`config.mk`:
```
export PLATFORM = sky130hd
export DESIGN_NAME = trd_agent
export DESIGN_NICKNAME = d
export VERILOG_FILES = /design/src/rtl/trd_pkg.sv /design/src/rtl/trd_word_table.sv /design/src/rtl/trd_addr_capture.sv /design/src/rtl/trd_ctrl.sv /design/src/rtl/trd_agent.sv
export SDC_FILE = /design/constraint.sdc
export NUM_CORES = 1
export LEC_CHECK = 0
export BUFFER_PORTS_ARGS = -buffer_cell sky130_fd_sc_hd__buf_4
export CORE_MARGIN = 1
export CORE_UTILIZATION = 25
export CTS_CLUSTER_SIZE = 14
export DETAILED_ROUTE_END_ITERATION = 6
export SYNTH_ARGS = -nofsm -noshare
export SYNTH_HDL_FRONTEND = slang
export SYNTH_SLANG_ARGS = --single-unit
```
`constraint.sdc`:
```
create_clock -name clk -period 4.5 [get_ports clk]
set_input_delay 0.45 -clock clk [delete_from_list [all_inputs] [get_ports clk]]
set_output_delay 0.45 -clock clk [all_outputs]
set_load 0.02 [all_outputs]
```
`src/rtl/trd_pkg.sv`:
```
package trd_pkg;
  localparam int WORD_W = 32;
  localparam int OUT_W  = 2 * WORD_W;
  localparam logic [3:0] CMD_IO_RD = 4'b0010;

  typedef enum logic [2:0] {
    ST_IDLE,
    ST_ADDR,
    ST_PREP,
    ST_DATA,
    ST_DONE
  } trd_state_e;
endpackage

```
`src/rtl/trd_word_table.sv`:
```
module trd_word_table #(
  parameter int DEPTH = 32,
  parameter int IW    = $clog2(DEPTH)
) (
  input  logic [IW-1:0] rd_idx,
  output logic [31:0]   word_lo,
  output logic [31:0]   word_hi
);
  logic [31:0]   tbl [DEPTH];
  logic [IW-1:0] nxt_idx;

  generate
    for (genvar g = 0; g < DEPTH; g++) begin : g_ent
      localparam logic [7:0] K = 8'(g);
      assign tbl[g] = {8'hA5 ^ K, K, ~K, 8'h3C + K};
    end
  endgenerate

  assign nxt_idx = rd_idx + IW'(1);
  assign word_lo = tbl[rd_idx];
  assign word_hi = tbl[nxt_idx];
endmodule

```
`src/rtl/trd_addr_capture.sv`:
```
module trd_addr_capture #(
  parameter int AW = 32,
  parameter int IW = 5
) (
  input  logic          clk,
  input  logic          rst,
  input  logic          clear,
  input  logic          take,
  input  logic          sel,
  input  logic [AW-1:0] word,
  input  logic [1:0]    flags,
  input  logic [3:0]    cmd_in,
  output logic [3:0]    cmd_q,
  output logic          burst_q,
  output logic          mapped,
  output logic [IW-1:0] base_idx
);
  logic [1:0]    cnt_q;
  logic [AW-1:0] addr_q;
  logic          dual_q;
  logic          hi_nz_q;

  always_ff @(posedge clk) begin
    if (rst) begin
      cnt_q   <= '0;
      addr_q  <= '0;
      cmd_q   <= '0;
      burst_q <= 1'b0;
      dual_q  <= 1'b0;
      hi_nz_q <= 1'b0;
    end else if (clear) begin
      cnt_q   <= '0;
      hi_nz_q <= 1'b0;
    end else if (take && sel) begin
      if (cnt_q == 2'd0) begin
        cmd_q   <= cmd_in;
        addr_q  <= word;
        burst_q <= flags[1];
        dual_q  <= flags[0];
      end
      if (cnt_q == 2'd1) hi_nz_q <= |word;
      if (cnt_q != 2'd2) cnt_q <= cnt_q + 2'd1;
    end
  end

  assign mapped   = (addr_q[AW-1:IW+2] == '0) && (addr_q[1:0] == 2'b00) && !(dual_q && hi_nz_q);
  assign base_idx = addr_q[IW+1:2];


  first_word_hold_chk: assert property (@(posedge clk) disable iff (rst)
    (take && sel && cnt_q != 2'd0) |=> $stable(addr_q));


  unsel_ignore_chk: assert property (@(posedge clk) disable iff (rst)
    (take && !sel && !clear) |=> ($stable(cnt_q) && $stable(addr_q)));
endmodule

```
`src/rtl/trd_ctrl.sv`:
```
module trd_ctrl
  import trd_pkg::*;
#(
  parameter int IW = 5
) (
  input  logic             clk,
  input  logic             rst,
  input  logic             req_n,
  input  logic             addr_end_n,
  input  logic             full_n,
  input  logic             last_n,
  input  logic             bus64,
  input  logic [3:0]       cmd,
  input  logic             burst,
  input  logic             mapped,
  input  logic [IW-1:0]    base_idx,
  input  logic [31:0]      word_lo,
  input  logic [31:0]      word_hi,
  output logic [IW-1:0]    rd_idx,
  output logic             cap_clear,
  output logic             cap_take,
  output logic             addr_take_n,
  output logic             rd_push_n,
  output logic [OUT_W-1:0] out_word
);
  trd_state_e       st_q;
  logic             addr_take_n_q;
  logic             rd_push_n_q;
  logic [IW-1:0]    idx_q;
  logic [OUT_W-1:0] out_word_q;
  logic             wide_q;

  logic             eff_wide;
  logic [IW-1:0]    step;
  logic [IW-1:0]    start_idx;
  logic             xfer;
  logic             finish;
  logic [OUT_W-1:0] data_word;

  assign eff_wide  = wide_q && (cmd != CMD_IO_RD);
  assign step      = eff_wide ? IW'(2) : IW'(1);
  assign start_idx = eff_wide ? {base_idx[IW-1:1], 1'b0} : base_idx;
  assign xfer      = (st_q == ST_DATA) && !rd_push_n_q;
  assign finish    = xfer && (!last_n || !burst);
  assign rd_idx    = (st_q == ST_PREP) ? start_idx : (idx_q + step);
  assign cap_clear = (st_q == ST_IDLE) && !req_n;
  assign cap_take  = (st_q == ST_ADDR);

  always_comb begin
    if (mapped) data_word = eff_wide ? {word_hi, word_lo} : {32'h0, word_lo};
    else        data_word = eff_wide ? {OUT_W{1'b1}} : {32'h0, 32'hFFFF_FFFF};
  end

  always_ff @(posedge clk) begin
    if (rst) begin
      st_q          <= ST_IDLE;
      addr_take_n_q <= 1'b1;
      rd_push_n_q   <= 1'b1;
      idx_q         <= '0;
      out_word_q    <= '0;
      wide_q        <= 1'b0;
    end else begin
      case (st_q)
        ST_IDLE: if (!req_n) begin
          st_q          <= ST_ADDR;
          addr_take_n_q <= 1'b0;
          wide_q        <= bus64;
        end
        ST_ADDR: if (!addr_end_n) begin
          st_q          <= ST_PREP;
          addr_take_n_q <= 1'b1;
        end
        ST_PREP: begin
          idx_q       <= start_idx;
          out_word_q  <= data_word;
          rd_push_n_q <= !full_n;
          st_q        <= ST_DATA;
        end
        ST_DATA: begin
          if (finish) begin
            rd_push_n_q <= 1'b1;
            st_q        <= ST_DONE;
          end else if (xfer) begin
            idx_q       <= rd_idx;
            out_word_q  <= data_word;
            rd_push_n_q <= !full_n;
          end else begin
            rd_push_n_q <= !full_n;
          end
        end
        ST_DONE: if (req_n) st_q <= ST_IDLE;
        default: st_q <= ST_IDLE;
      endcase
    end
  end

  assign addr_take_n = addr_take_n_q;
  assign rd_push_n   = rd_push_n_q;
  assign out_word    = out_word_q;


  req_take_chk: assert property (@(posedge clk) disable iff (rst)
    (st_q == ST_IDLE && !req_n) |=> (!addr_take_n_q && rd_push_n_q));


  addr_end_chk: assert property (@(posedge clk) disable iff (rst)
    (st_q == ST_ADDR && !addr_end_n) |=> (addr_take_n_q && rd_push_n_q));


  no_overlap_chk: assert property (@(posedge clk) disable iff (rst)
    (addr_take_n_q || rd_push_n_q));


  push_gate_chk: assert property (@(posedge clk) disable iff (rst)
    !rd_push_n_q |-> $past(full_n));


  stall_hold_chk: assert property (@(posedge clk) disable iff (rst)
    (st_q == ST_DATA && rd_push_n_q) |=> $stable(out_word_q));


  step_chk: assert property (@(posedge clk) disable iff (rst)
    (xfer && last_n && burst) |=> (idx_q == $past(idx_q) + $past(step)));


  last_stop_chk: assert property (@(posedge clk) disable iff (rst)
    (xfer && !last_n) |=> (rd_push_n_q && st_q == ST_DONE));


  done_quiet_chk: assert property (@(posedge clk) disable iff (rst)
    (st_q == ST_DONE) |-> (rd_push_n_q && addr_take_n_q));


  single_stop_chk: assert property (@(posedge clk) disable iff (rst)
    (xfer && !burst) |=> rd_push_n_q);
endmodule

```
`src/rtl/trd_agent.sv`:
```
module trd_agent
  import trd_pkg::*;
#(
  parameter int AW    = 32,
  parameter int DEPTH = 32
) (
  input  logic             clk,
  input  logic             rst,
  input  logic             tgt_req_n,
  input  logic [3:0]       cmd_in,
  input  logic [AW-1:0]    in_word,
  input  logic [1:0]       in_flags,
  input  logic             in_sel,
  input  logic             addr_end_n,
  input  logic             rq_full_n,
  input  logic             xfer_end_n,
  input  logic             bus64,
  output logic             addr_take_n,
  output logic             rd_push_n,
  output logic [OUT_W-1:0] out_word
);
  localparam int IW = $clog2(DEPTH);

  logic [3:0]    cmd_q;
  logic          burst_q;
  logic          mapped;
  logic [IW-1:0] base_idx;
  logic [IW-1:0] rd_idx;
  logic [31:0]   word_lo;
  logic [31:0]   word_hi;
  logic          cap_clear;
  logic          cap_take;

  trd_addr_capture #(.AW(AW), .IW(IW)) u_cap (
    .clk      (clk),
    .rst      (rst),
    .clear    (cap_clear),
    .take     (cap_take),
    .sel      (in_sel),
    .word     (in_word),
    .flags    (in_flags),
    .cmd_in   (cmd_in),
    .cmd_q    (cmd_q),
    .burst_q  (burst_q),
    .mapped   (mapped),
    .base_idx (base_idx)
  );

  trd_word_table #(.DEPTH(DEPTH), .IW(IW)) u_tbl (
    .rd_idx  (rd_idx),
    .word_lo (word_lo),
    .word_hi (word_hi)
  );

  trd_ctrl #(.IW(IW)) u_ctrl (
    .clk         (clk),
    .rst         (rst),
    .req_n       (tgt_req_n),
    .addr_end_n  (addr_end_n),
    .full_n      (rq_full_n),
    .last_n      (xfer_end_n),
    .bus64       (bus64),
    .cmd         (cmd_q),
    .burst       (burst_q),
    .mapped      (mapped),
    .base_idx    (base_idx),
    .word_lo     (word_lo),
    .word_hi     (word_hi),
    .rd_idx      (rd_idx),
    .cap_clear   (cap_clear),
    .cap_take    (cap_take),
    .addr_take_n (addr_take_n),
    .rd_push_n   (rd_push_n),
    .out_word    (out_word)
  );
endmodule

```
==> results of run 1 <==
## per-stage QoR
step,total power [uW],util (%),setup WS (ns),hold WS (ns),instance area [um2]
6_report,1920,32.7,0.889,0.313,4990
5_1_grt,2010,32.7,0.605,0.312,4990
4_1_cts,1930,32.7,0.882,0.304,4990
3_5_place_dp,1190,30.7,0.895,0.442,4690
3_3_place_gp,1180,30.7,1.08,0.441,4690
2_1_floorplan,1060,-,1.23,0.431,3920
## report_power, final
| group | leakage (uW) | switching, uW | internal [uW] | total, uW |
|---|---|---|---|---|
| clock | 0.000146 | 302 | 447 | 749 |
| combinational | 0.00113 | 217 | 139 | 356 |
| sequential | 0.000682 | 31.1 | 780 | 812 |
## area by class of cell
type / count / area (um2) / share of cell area [%]
inverter: 14 / 52.6 / 1.05
sequential: 84 / 1680 / 33.7
timing repair buffer: 115 / 863 / 17.3
tap: 211 / 264 / 5.29
clock buffer: 11 / 243 / 4.86
clock inverter: 5 / 60.1 / 1.20
multi-input combinational: 330 / 1830 / 36.6
## per-layer routing
metal  share of wire [%]  vias to the layer above  track usage [%]
met5                   0                        -                0
met4                0.80                        0             3.43
met3                 5.0                        8             3.77
met2                  47                      111             21.6
met1                  47                     1639             17.3
li1                    -                     1791                -
## registers in the layout, summed over array words and instances (netlist names), 2 cells and up
register	flops
u_cap.cnt_q	2
u_ctrl.idx_q	5
u_cap.addr_q	32
u_cap.cmd_q	4
u_ctrl.out_word	32
u_ctrl.st_q	3
## worst max path at each step
stage	endpoint	slack, ns	depth (start not counted)
after floorplan	u_ctrl.out_word[36]	1.23	11
after global placement	u_ctrl.out_word[36]	1.08	11
after detailed placement	u_ctrl.out_word[36]	0.89	11
after CTS	u_ctrl.out_word[36]	0.88	11
after global routing	u_ctrl.out_word[36]	0.60	11
final	u_ctrl.out_word[36]	0.89	11
## synthesized netlist by cell type, drive strengths merged (3+ instances only)
| library cell | count |
|---|---|
| dfxtp | 84 |
| a311oi | 4 |
| nand2 | 103 |
| nor2 | 38 |
| clkbuf | 22 |
| xnor2 | 4 |
| ha | 8 |
| nor3 | 9 |
| a211oi | 5 |
| nand3 | 4 |
| buf | 38 |
| o21ai | 22 |
| o211ai | 6 |
| nand4 | 5 |
| nor4 | 15 |
| o21a | 3 |
| a31oi | 9 |
| inv | 14 |
| o31ai | 3 |
| a21oi | 63 |
## logic make-up after synthesis
family          count (synthesis)  synth area share (%)
buf+inv                        74                  10.6
compound gates                126                  19.5
mux                             2                 0.511
flops                          84                  42.9
simple gates                  188                  22.1
xor+xnor                        5                  1.31
fa+ha+maj                       9                  3.06
## critical path: stages, from the launching register on
cell	delay (ns)
dfxtp_1	0.31
or4b_1	0.56
nand2_1	0.30
ha_1	0.23
inv_1	0.07
fa_1	0.49
a21oi_1	0.29
ha_1	0.26
o211ai_1	0.23
or3_4	0.46
o2111ai_1	0.20
a21oi_1	0.09
==> metrics.md, run 1 <==
| Metric | Value |
|---|---|
| Setup slack, reg-to-reg | 0.89 ns |
| GP Congestion | 0.825 |
| Area delta synth->final | 27.2% |
| Syn_nets | 543 |
| WP data arrival | 3.83 ns |
| GRT Util Overall | 13.3% |
| Mapped Area | 3920 um2 |
| Total core area | 15300 um2 |
| Reg-to-reg startpoint | u_cap.cmd_q[3] |
| Root Buffer Master | clkbuf_16 |
| Number of distinct library cells after synthesis | 55 |
| Fill count | 1627 |
| Post-Place Cells | 754 |
| Hold crit path type | input port to flop |
| Cts hold-fix bufs | 0 |
| Pin count of the biggest net entering global routing | 70 |
| Post-synth EDFFs | 0 |
| Drt drc | 0 |
| Final setup violating endpoints | 0 |
| Worst-Margin Slew | 1.21 ns |
| Hold Crit Depth | 2 |
| Via Count | 3549 |
| H-tree levels | 3 |
| Ratio of final minimum period to clock period | 80.2% |
| Rel. slew slack | 19.3% |
| Max-Cap Viols | 0 |
| Detail Route Antenna Nets | 0 |
| Critical-path maximum fanout | 8 |
| FFs w/ async S/R, synth | 0% |
| Power Dens Cells | 384 nW/um2 |
| Synthesized instance count | 488 |
| Worst hold endpoint | u_ctrl.addr_take_n |
| Area leader, netlist | dfxtp_1 |
| Worst Setup Path Type | flop to flop |
| Commonest non-fill, non-tap cell in the layout | buf_4 |
| Yosys warnings | 0 |
| Drt total wl | 10300 um |
| Die Y | 127 um |
| CTS Buffer Depth | 2 |
| RSZ-0062 raised after global routing | no |
| Proportion of layout cells with a drive suffix above 1 | 25.8% |
| Initial DRT Pass Iterations | 4 |
| CTS resizes | 0 |
| Worst setup SP type | flop |
| Clk sink count | 84 |
| Leak pwr | 0.00196 uW |
| Port Buffers | 111 |
| Mean number of vias per cell | 4.61 |
| Worst Reg-to-Reg Cells | 11 |
| I/O pin count | 112 |
| Wire per inst | 13.4 um |
| Remaining global-route overflow | 0 |
| CP required | 4.72 ns |
| Worst setup EP type | flop |
| Die footprint | 16200 um2 |
| Main synth FF type | dfxtp_1 |
| Setup TNS | 0 ns |
| Max-slew violation count | 0 |
| Initial drt markers | 247 |
| Post-layout min period | 3.61 ns |
| Final Hold Viols | 0 |
| Setup Fix Bufs, Post-CTS | 0 |
| Synth top area share | 42.9% |
| Number of diodes | 0 |
| Final Instance Count excl. Fillers | 770 |
| Clock Skew | 0.00634 ns |
| CTS tree | built |
| Vias in the first global route | 3295 |
| Starting Density | 25.7% |
| DIE WIDTH | 127 um |
| Antenna violations before repair | 0 |
| Skew-Pair Late Insertion Delay | 0.34 ns |
| First-pass GRT wire length | 16800 um |
| Peak VDD IR | 213 uV |
| Setup crit start | u_cap.cmd_q[3] |
| Post-DP HPWL | 7700 um |
| Reg2reg end | u_ctrl.out_word[36] |
| Worst min-delay path startpoint | addr_end_n |
| Total CTS buffers | 9 |
| Status | finished clean |
| Area contributors post-synth | dfxtp_1 43%, nand2_1 9.9%, a21oi_1 8.0%, buf_4 6.5%, nor2_1 3.6% |
| Clock slew at reported path FFs | 0.06 ns |
| # nets final | 609 |
| Fmax | 0.277 GHz |
| Mean Syn Cell Area | 8.04 um2 |
| Seq/Total Area, Yosys | 42.9% |
| Most frequent cells in the layout | 115 x buf_4, 103 x nand2_1, 84 x dfxtp_1 |
| # rows | 45 |
| Seq cells post-synth | 84 |
Power figures use the tool's default switching activity.
==> run 2, diff against run 1 <==
ABC_AREA = 1   (was default)
clock period = 3.7 ns   (was 4.5 ns; I/O delays follow)
==> metrics.md, run 2 <==
| Metric | Value |
|---|---|
| Status | finished clean (unchanged) |
| Hold crit path type | input port to flop (unchanged) |
| Starting Density | 25.4% (was 25.7%) |
| Skew-Pair Late Insertion Delay | 0.34 ns (about the same) |
| FFs w/ async S/R, synth | 0% (unchanged) |
| Drt total wl | 10600 um (was 10300 um) |
| Total core area | 15800 um2 (was 15300 um2) |
| Seq cells post-synth | 84 (unchanged) |
| Final Hold Viols | 0 (unchanged) |
| Clk sink count | 84 (unchanged) |
| Cts hold-fix bufs | 0 (unchanged) |
| Worst-Margin Slew | 0.669 ns (was 1.21 ns) |
| Most frequent cells in the layout | 114 x buf_4, 85 x nand2_1, 84 x dfxtp_1 (was 115 x buf_4, 103 x nand2_1, 84 x dfxtp_1) |
| RSZ-0062 raised after global routing | no (unchanged) |
| Ratio of final minimum period to clock period | 85.0% (was 80.2%) |
| Seq/Total Area, Yosys | 41.8% (was 42.9%) |
| Worst hold margin | 0.234 ns (was 0.313 ns) |
| Via Count | 3639 (was 3549) |
| Worst Setup Path Type | flop to flop (unchanged) |
| Port Buffers | 111 (unchanged) |
| Fmax | 0.318 GHz (was 0.277 GHz) |
| Post-layout min period | 3.14 ns (was 3.61 ns) |
| Synthesized instance count | 532 (was 488) |
| Setup TNS | 0 ns (unchanged) |
| CP required | 3.98 ns (was 4.72 ns) |
| DIE WIDTH | 129 um (was 127 um) |
| Mapped Area | 4030 um2 (was 3920 um2) |
| Area after DPL | 4810 um2 (was 4690 um2) |
| # nets final | 658 (was 609) |
| Antenna violations before repair | 0 (unchanged) |
| Mean Syn Cell Area | 7.57 um2 (was 8.04 um2) |
| GP Congestion | 0.788 (was 0.825) |
| Critical-path maximum fanout | 6 (was 8) |
| Number of distinct library cells after synthesis | 40 (was 55) |
| Proportion of layout cells with a drive suffix above 1 | 24.3% (was 25.8%) |
| Area contributors post-synth | dfxtp_1 42%, a21oi_1 9.2%, nand2_1 7.9%, buf_4 6.0%, inv_1 5.4% (was dfxtp_1 43%, nand2_1 9.9%, a21oi_1 8.0%, buf_4 6.5%, nor2_1 3.6%) |
| Leak pwr | 0.00226 uW (was 0.00196 uW) |
| Die Y | 129 um (was 127 um) |
| Synth top area share | 41.8% (was 42.9%) |
| H-tree levels | 3 (unchanged) |
| Clock Skew | 0.00529 ns (was 0.00634 ns) |
| Number of diodes | 0 (unchanged) |
| Final setup violating endpoints | 0 (unchanged) |
| WP data arrival | 3.42 ns (was 3.83 ns) |
| Total CTS buffers | 9 (unchanged) |
| # rows | 46 (was 45) |
| Initial drt markers | 150 (was 247) |
| Area delta synth->final | 26.5% (was 27.2%) |
| Remaining global-route overflow | 0 (unchanged) |
| Syn_nets | 587 (was 543) |
| Root Buffer Master | clkbuf_16 (unchanged) |
| Final Instance Count excl. Fillers | 824 (was 770) |
| Detail Route Antenna Nets | 0 (unchanged) |
| Final Util | 32.2% (was 32.7%) |
| Rel. slew slack | 55.0% (was 19.3%) |
| Wire per inst | 12.9 um (was 13.4 um) |
| Clock slew at reported path FFs | 0.06 ns (about the same) |
| Fill count | 1723 (was 1627) |
| Main synth FF type | dfxtp_1 (unchanged) |
| Post-DP HPWL | 7810 um (was 7700 um) |
| Die footprint | 16600 um2 (was 16200 um2) |
| Vias in the first global route | 3361 (was 3295) |
| I/O pin count | 112 (unchanged) |
| CTS Buffer Depth | 2 (unchanged) |
| CTS tree | built (unchanged) |
| Synth top cells by count | 85 x nand2_1, 84 x dfxtp_1, 74 x a21oi_1 (was 103 x nand2_1, 84 x dfxtp_1, 63 x a21oi_1) |
| GRT Util Overall | 13.3% (about the same) |
| Power Dens Cells | 624 nW/um2 (was 384 nW/um2) |
| Dominant cell by count in the synthesized netlist | nand2_1 (unchanged) |
| Area leader, netlist | dfxtp_1 (unchanged) |
| Worst setup SP type | flop (unchanged) |
| Yosys warnings | 0 (unchanged) |
| Initial DRT Pass Iterations | 4 (unchanged) |
| First-pass GRT wire length | 16900 um (was 16800 um) |
| CTS resizes | 0 (unchanged) |
| Max-slew violation count | 0 (unchanged) |
| Peak VDD IR | 289 uV (was 213 uV) |
| Post-Place Cells | 808 (was 754) |
| Mean number of vias per cell | 4.42 (was 4.61) |
| Commonest non-fill, non-tap cell in the layout | buf_4 (unchanged) |
| Finished Cell Area | 5090 um2 (was 4990 um2) |
| Setup Fix Bufs, Post-CTS | 0 (unchanged) |
| Post-synth EDFFs | 0 (unchanged) |
| Worst setup EP type | flop (unchanged) |
| Pin count of the biggest net entering global routing | 45 (was 70) |
| Drt drc | 0 (unchanged) |
| Max-Cap Viols | 0 (unchanged) |
-- run 2: changes by cell type in the layout (fill, tap and decap cells not counted), moves of 4 or more --
cell | previous run | this run
a21oi_1 | 63 | 74
a221oi_1 | 0 | 4
a311oi_1 | 4 | 0
a31oi_1 | 9 | 2
inv_1 | 13 | 58
nand2_1 | 103 | 85
nand2_4 | 0 | 4
nand3_1 | 4 | 37
nor3_1 | 8 | 3
nor4_1 | 15 | 9
o21ai_0 | 18 | 34
o221ai_1 | 0 | 5
-- run 2: logic make-up after synthesis --
group	Yosys count	synth area share, %
and+or+nand+nor	194	23.2
AOI/OAI and AO/OA	126	17.2
buffers and inverters	119	14.9
DFF	84	41.8
adders and majority gates	9	2.98
-- run 2: metal layers --
layer	GRT usage [%]	wire length, um	vias to the layer above
li1	-	-	1879
met1	17.0	5000	1647
met2	21.3	4870	103
met3	3.58	611	10
met4	4.98	132	0
met5	0	0	-
-- run 2: where the power goes --
| part | switching, uW | internal, uW | total [uW] | leakage [uW] |
|---|---|---|---|---|
| combinational | 747 | 421 | 1170 | 0.00144 |
| sequential | 102 | 1050 | 1150 | 0.000684 |
| clock | 348 | 509 | 857 | 0.000140 |
| total | 1200 | 1980 | 3180 | 0.00226 |
-- run 2: worst max-delay path, stage by stage (launching register included) --
cell	delay, ns
dfxtp_1	0.31
inv_1	0.04
nor2_1	0.08
nand2_1	0.06
nand2_1	0.28
ha_1	0.25
inv_1	0.07
fa_1	0.53
nand2_1	0.05
nand2_1	0.10
inv_1	0.09
ha_1	0.21
inv_1	0.06
nor2_2	0.05
nor2_1	0.19
inv_1	0.08
ha_1	0.28
or2_0	0.22
a21oi_1	0.13
-- run 2: area by class of cell --
class                   instances  area [um2]  area share [%]
multi-input cells             329        1750            34.3
flip-flops and latches         84        1680            33.0
repair buffers                114         856            16.8
clock buffers                  15         278            5.45
well taps                     216         270            5.31
inverters                      65         256            5.04
clock inverters                 1        5.00          0.0983
-- run 2: worst paths after layout --
path              depth (start not counted)  slack, ns              from                   to
setup / recovery                         18       0.56    u_cap.cmd_q[1]  u_ctrl.out_word[35]
hold / removal                            2       0.23        addr_end_n   u_ctrl.addr_take_n
setup reg to reg                         18       0.56    u_cap.cmd_q[1]  u_ctrl.out_word[35]
hold reg to reg                           2       0.45  u_cap.addr_q[24]     u_cap.addr_q[24]
-- run 2: metrics by stage --
stage | setup WS, ns | power (uW)
3_3_place_gp | 0.660 | 2330
3_5_place_dp | 0.569 | 2350
6_report | 0.555 | 3180
2_1_floorplan | 0.823 | 2020
5_1_grt | 0.263 | 3400
4_1_cts | 0.557 | 3220
==> run 3, diff against run 2 <==
ABC_AREA = 0   (was 1)
clock period = 3 ns   (was 3.7 ns; I/O delays follow)
==> metrics.md, run 3 (synthesis results as in run 1) <==
| Metric | Value |
|---|---|
| Status | complete, but fails checks (was finished clean) |
| Failing checks | setup timing |
| Ratio of final minimum period to clock period | 101% (was 85.0%) |
| CTS Buffer Depth | 2 (unchanged) |
| Commonest non-fill, non-tap cell in the layout | buf_4 (unchanged) |
| Drt drc | 0 (unchanged) |
| Skew-Pair Late Insertion Delay | 0.34 ns (about the same) |
| Clock slew at reported path FFs | 0.06 ns (about the same) |
| Mean number of vias per cell | 4.62 (was 4.42) |
| Hold crit path type | input port to flop (unchanged) |
| I/O pin count | 112 (unchanged) |
| H-tree levels | 3 (unchanged) |
| CP required | 3.26 ns (was 3.98 ns) |
| Drt total wl | 10500 um (was 10600 um) |
| Area delta synth->final | 34.5% (was 26.5%) |
| Post-layout min period | 3.04 ns (was 3.14 ns) |
| Number of diodes | 0 (unchanged) |
| Total CTS buffers | 9 (unchanged) |
| Critical-path maximum fanout | 4 (was 6) |
| # rows | 45 (was 46) |
| Worst Setup Path Type | flop to flop (unchanged) |
| Vias in the first global route | 3443 (was 3361) |
| WP data arrival | 3.29 ns (was 3.42 ns) |
| Most frequent cells in the layout | 134 x buf_4, 102 x nand2_1, 83 x dfxtp_1 (was 114 x buf_4, 85 x nand2_1, 84 x dfxtp_1) |
| # nets final | 629 (was 658) |
| Wire per inst | 13.2 um (was 12.9 um) |
| Peak VDD IR | 303 uV (was 289 uV) |
| Post-DP HPWL | 7820 um (was 7810 um) |
| Final setup violating endpoints | 1 (was 0) |
| Antenna violations before repair | 0 (unchanged) |
| Fmax | 0.329 GHz (was 0.318 GHz) |
| Leak pwr | 0.00211 uW (was 0.00226 uW) |
| First-pass GRT wire length | 17100 um (was 16900 um) |
| Worst setup SP type | flop (unchanged) |
| Multi-input gate area | 1900 um2 (was 1750 um2) |
| Rel. slew slack | 55.2% (was 55.0%) |
| Clk sink count | 84 (unchanged) |
| Pin count of the biggest net entering global routing | 63 (was 45) |
| Detail Route Antenna Nets | 0 (unchanged) |
| Setup TNS | -0.0356 ns (was 0 ns) |
| GP Congestion | 0.867 (was 0.788) |
| Max-slew violation count | 0 (unchanged) |
| Starting Density | 25.7% (was 25.4%) |
| Root Buffer Master | clkbuf_16 (unchanged) |
| Via Count | 3652 (was 3639) |
| Total core area | 15300 um2 (was 15800 um2) |
| Fill count | 1602 (was 1723) |
| Port Buffers | 111 (unchanged) |
| Power Dens Cells | 589 nW/um2 (was 624 nW/um2) |
| CTS tree | built (unchanged) |
| Worst setup margin | -0.0356 ns (was 0.555 ns) |
| Area after DPL | 4810 um2 (about the same) |
| Final Util | 34.6% (was 32.2%) |
| Remaining global-route overflow | 0 (unchanged) |
| Finished Cell Area | 5270 um2 (was 5090 um2) |
| Die footprint | 16200 um2 (was 16600 um2) |
| Proportion of layout cells with a drive suffix above 1 | 30.7% (was 24.3%) |
| DIE WIDTH | 127 um (was 129 um) |
| Clock Skew | 0.00805 ns (was 0.00529 ns) |
| Die Y | 127 um (was 129 um) |
| Worst-Margin Slew | 0.671 ns (was 0.669 ns) |
| Initial DRT Pass Iterations | 4 (unchanged) |
| Initial drt markers | 215 (was 150) |
| GRT Util Overall | 13.4% (was 13.3%) |
| Max-Cap Viols | 0 (unchanged) |
| Final Hold Viols | 0 (unchanged) |
| Worst setup EP type | flop (unchanged) |
| RSZ-0062 raised after global routing | yes (was no) |
| Cts hold-fix bufs | 0 (unchanged) |
| Seq. cell area | 1680 um2 (about the same) |
[run 3: changes by cell type in the layout (fill, tap and decap cells not counted), moves of 4 or more]
cell | previous run | this run
a21oi_1 | 74 | 62
a221oi_1 | 4 | 0
a31oi_1 | 2 | 9
buf_4 | 114 | 134
inv_1 | 58 | 11
nand2_1 | 85 | 102
nand3_1 | 37 | 3
nor3_1 | 3 | 8
nor4_1 | 9 | 15
o21ai_0 | 34 | 18
o221ai_1 | 5 | 0
[run 3: repair_timing]
action                     CTS  global route
setup buffers                2             6
pin swaps                    4            10
resized for setup            0            12
setup endpoints to repair    1             7
[run 3: metal layers]
layer / vias to the layer above / track usage (%) / routed length [um]
met5: - / 0 / 0
met4: 0 / 3.99 / 97
met3: 11 / 3.48 / 520
met2: 121 / 22.3 / 5010
met1: 1694 / 17.0 / 4830
li1: 1826 / - / -
[run 3: through the flow]
step / total power, uW / instances / setup WS (ns) / hold WS, ns
final: 3110 / 790 / -0.0356 / 0.166
after global routing: 3250 / 790 / -0.124 / 0.153
after CTS: 3110 / 784 / 0.00689 / 0.149
after detailed placement: 1810 / 766 / -0.0401 / 0.450
after global placement: 1800 / 766 / 0.0752 / 0.445
after floorplan: 1600 / 488 / 0.0000302 / 0.389
[run 3: worst paths after layout]
| check | cells past startpoint | slack (ns) | endpoint | start |
|---|---|---|---|---|
| setup / recovery | 11 | -0.04 | u_ctrl.out_word[36] | u_cap.cmd_q[3] |
| hold / removal | 2 | 0.17 | u_ctrl.addr_take_n | addr_end_n |
| setup reg to reg | 11 | -0.04 | u_ctrl.out_word[36] | u_cap.cmd_q[3] |
| hold reg to reg | 2 | 0.46 | u_cap.addr_q[11] | u_cap.addr_q[11] |
[run 3: report_power, final]
group / switching [uW] / total (uW) / internal (uW)
Clock: 452 / 1290 / 841
Sequential: 46.8 / 1220 / 1170
Combinational: 347 / 597 / 250
Total: 846 / 3110 / 2260
[run 3: worst max-delay path, stage by stage, from the launching register on]
cell	delay [ns]
dfxtp_2	0.32
or4b_4	0.55
nand2_4	0.10
ha_4	0.13
inv_2	0.03
fa_1	0.49
a21oi_2	0.18
ha_2	0.22
o211ai_1	0.16
or3_4	0.44
a41o_1	0.20
a21oi_1	0.13
[run 3: cell type report]
class                   count  area share [%]
multi-input cells         330            36.1
well taps                 211            5.01
repair buffers            135            19.4
inverters                  14           0.996
flip-flops and latches     84            31.9
clock buffers              11            4.60
clock inverters             5            2.04
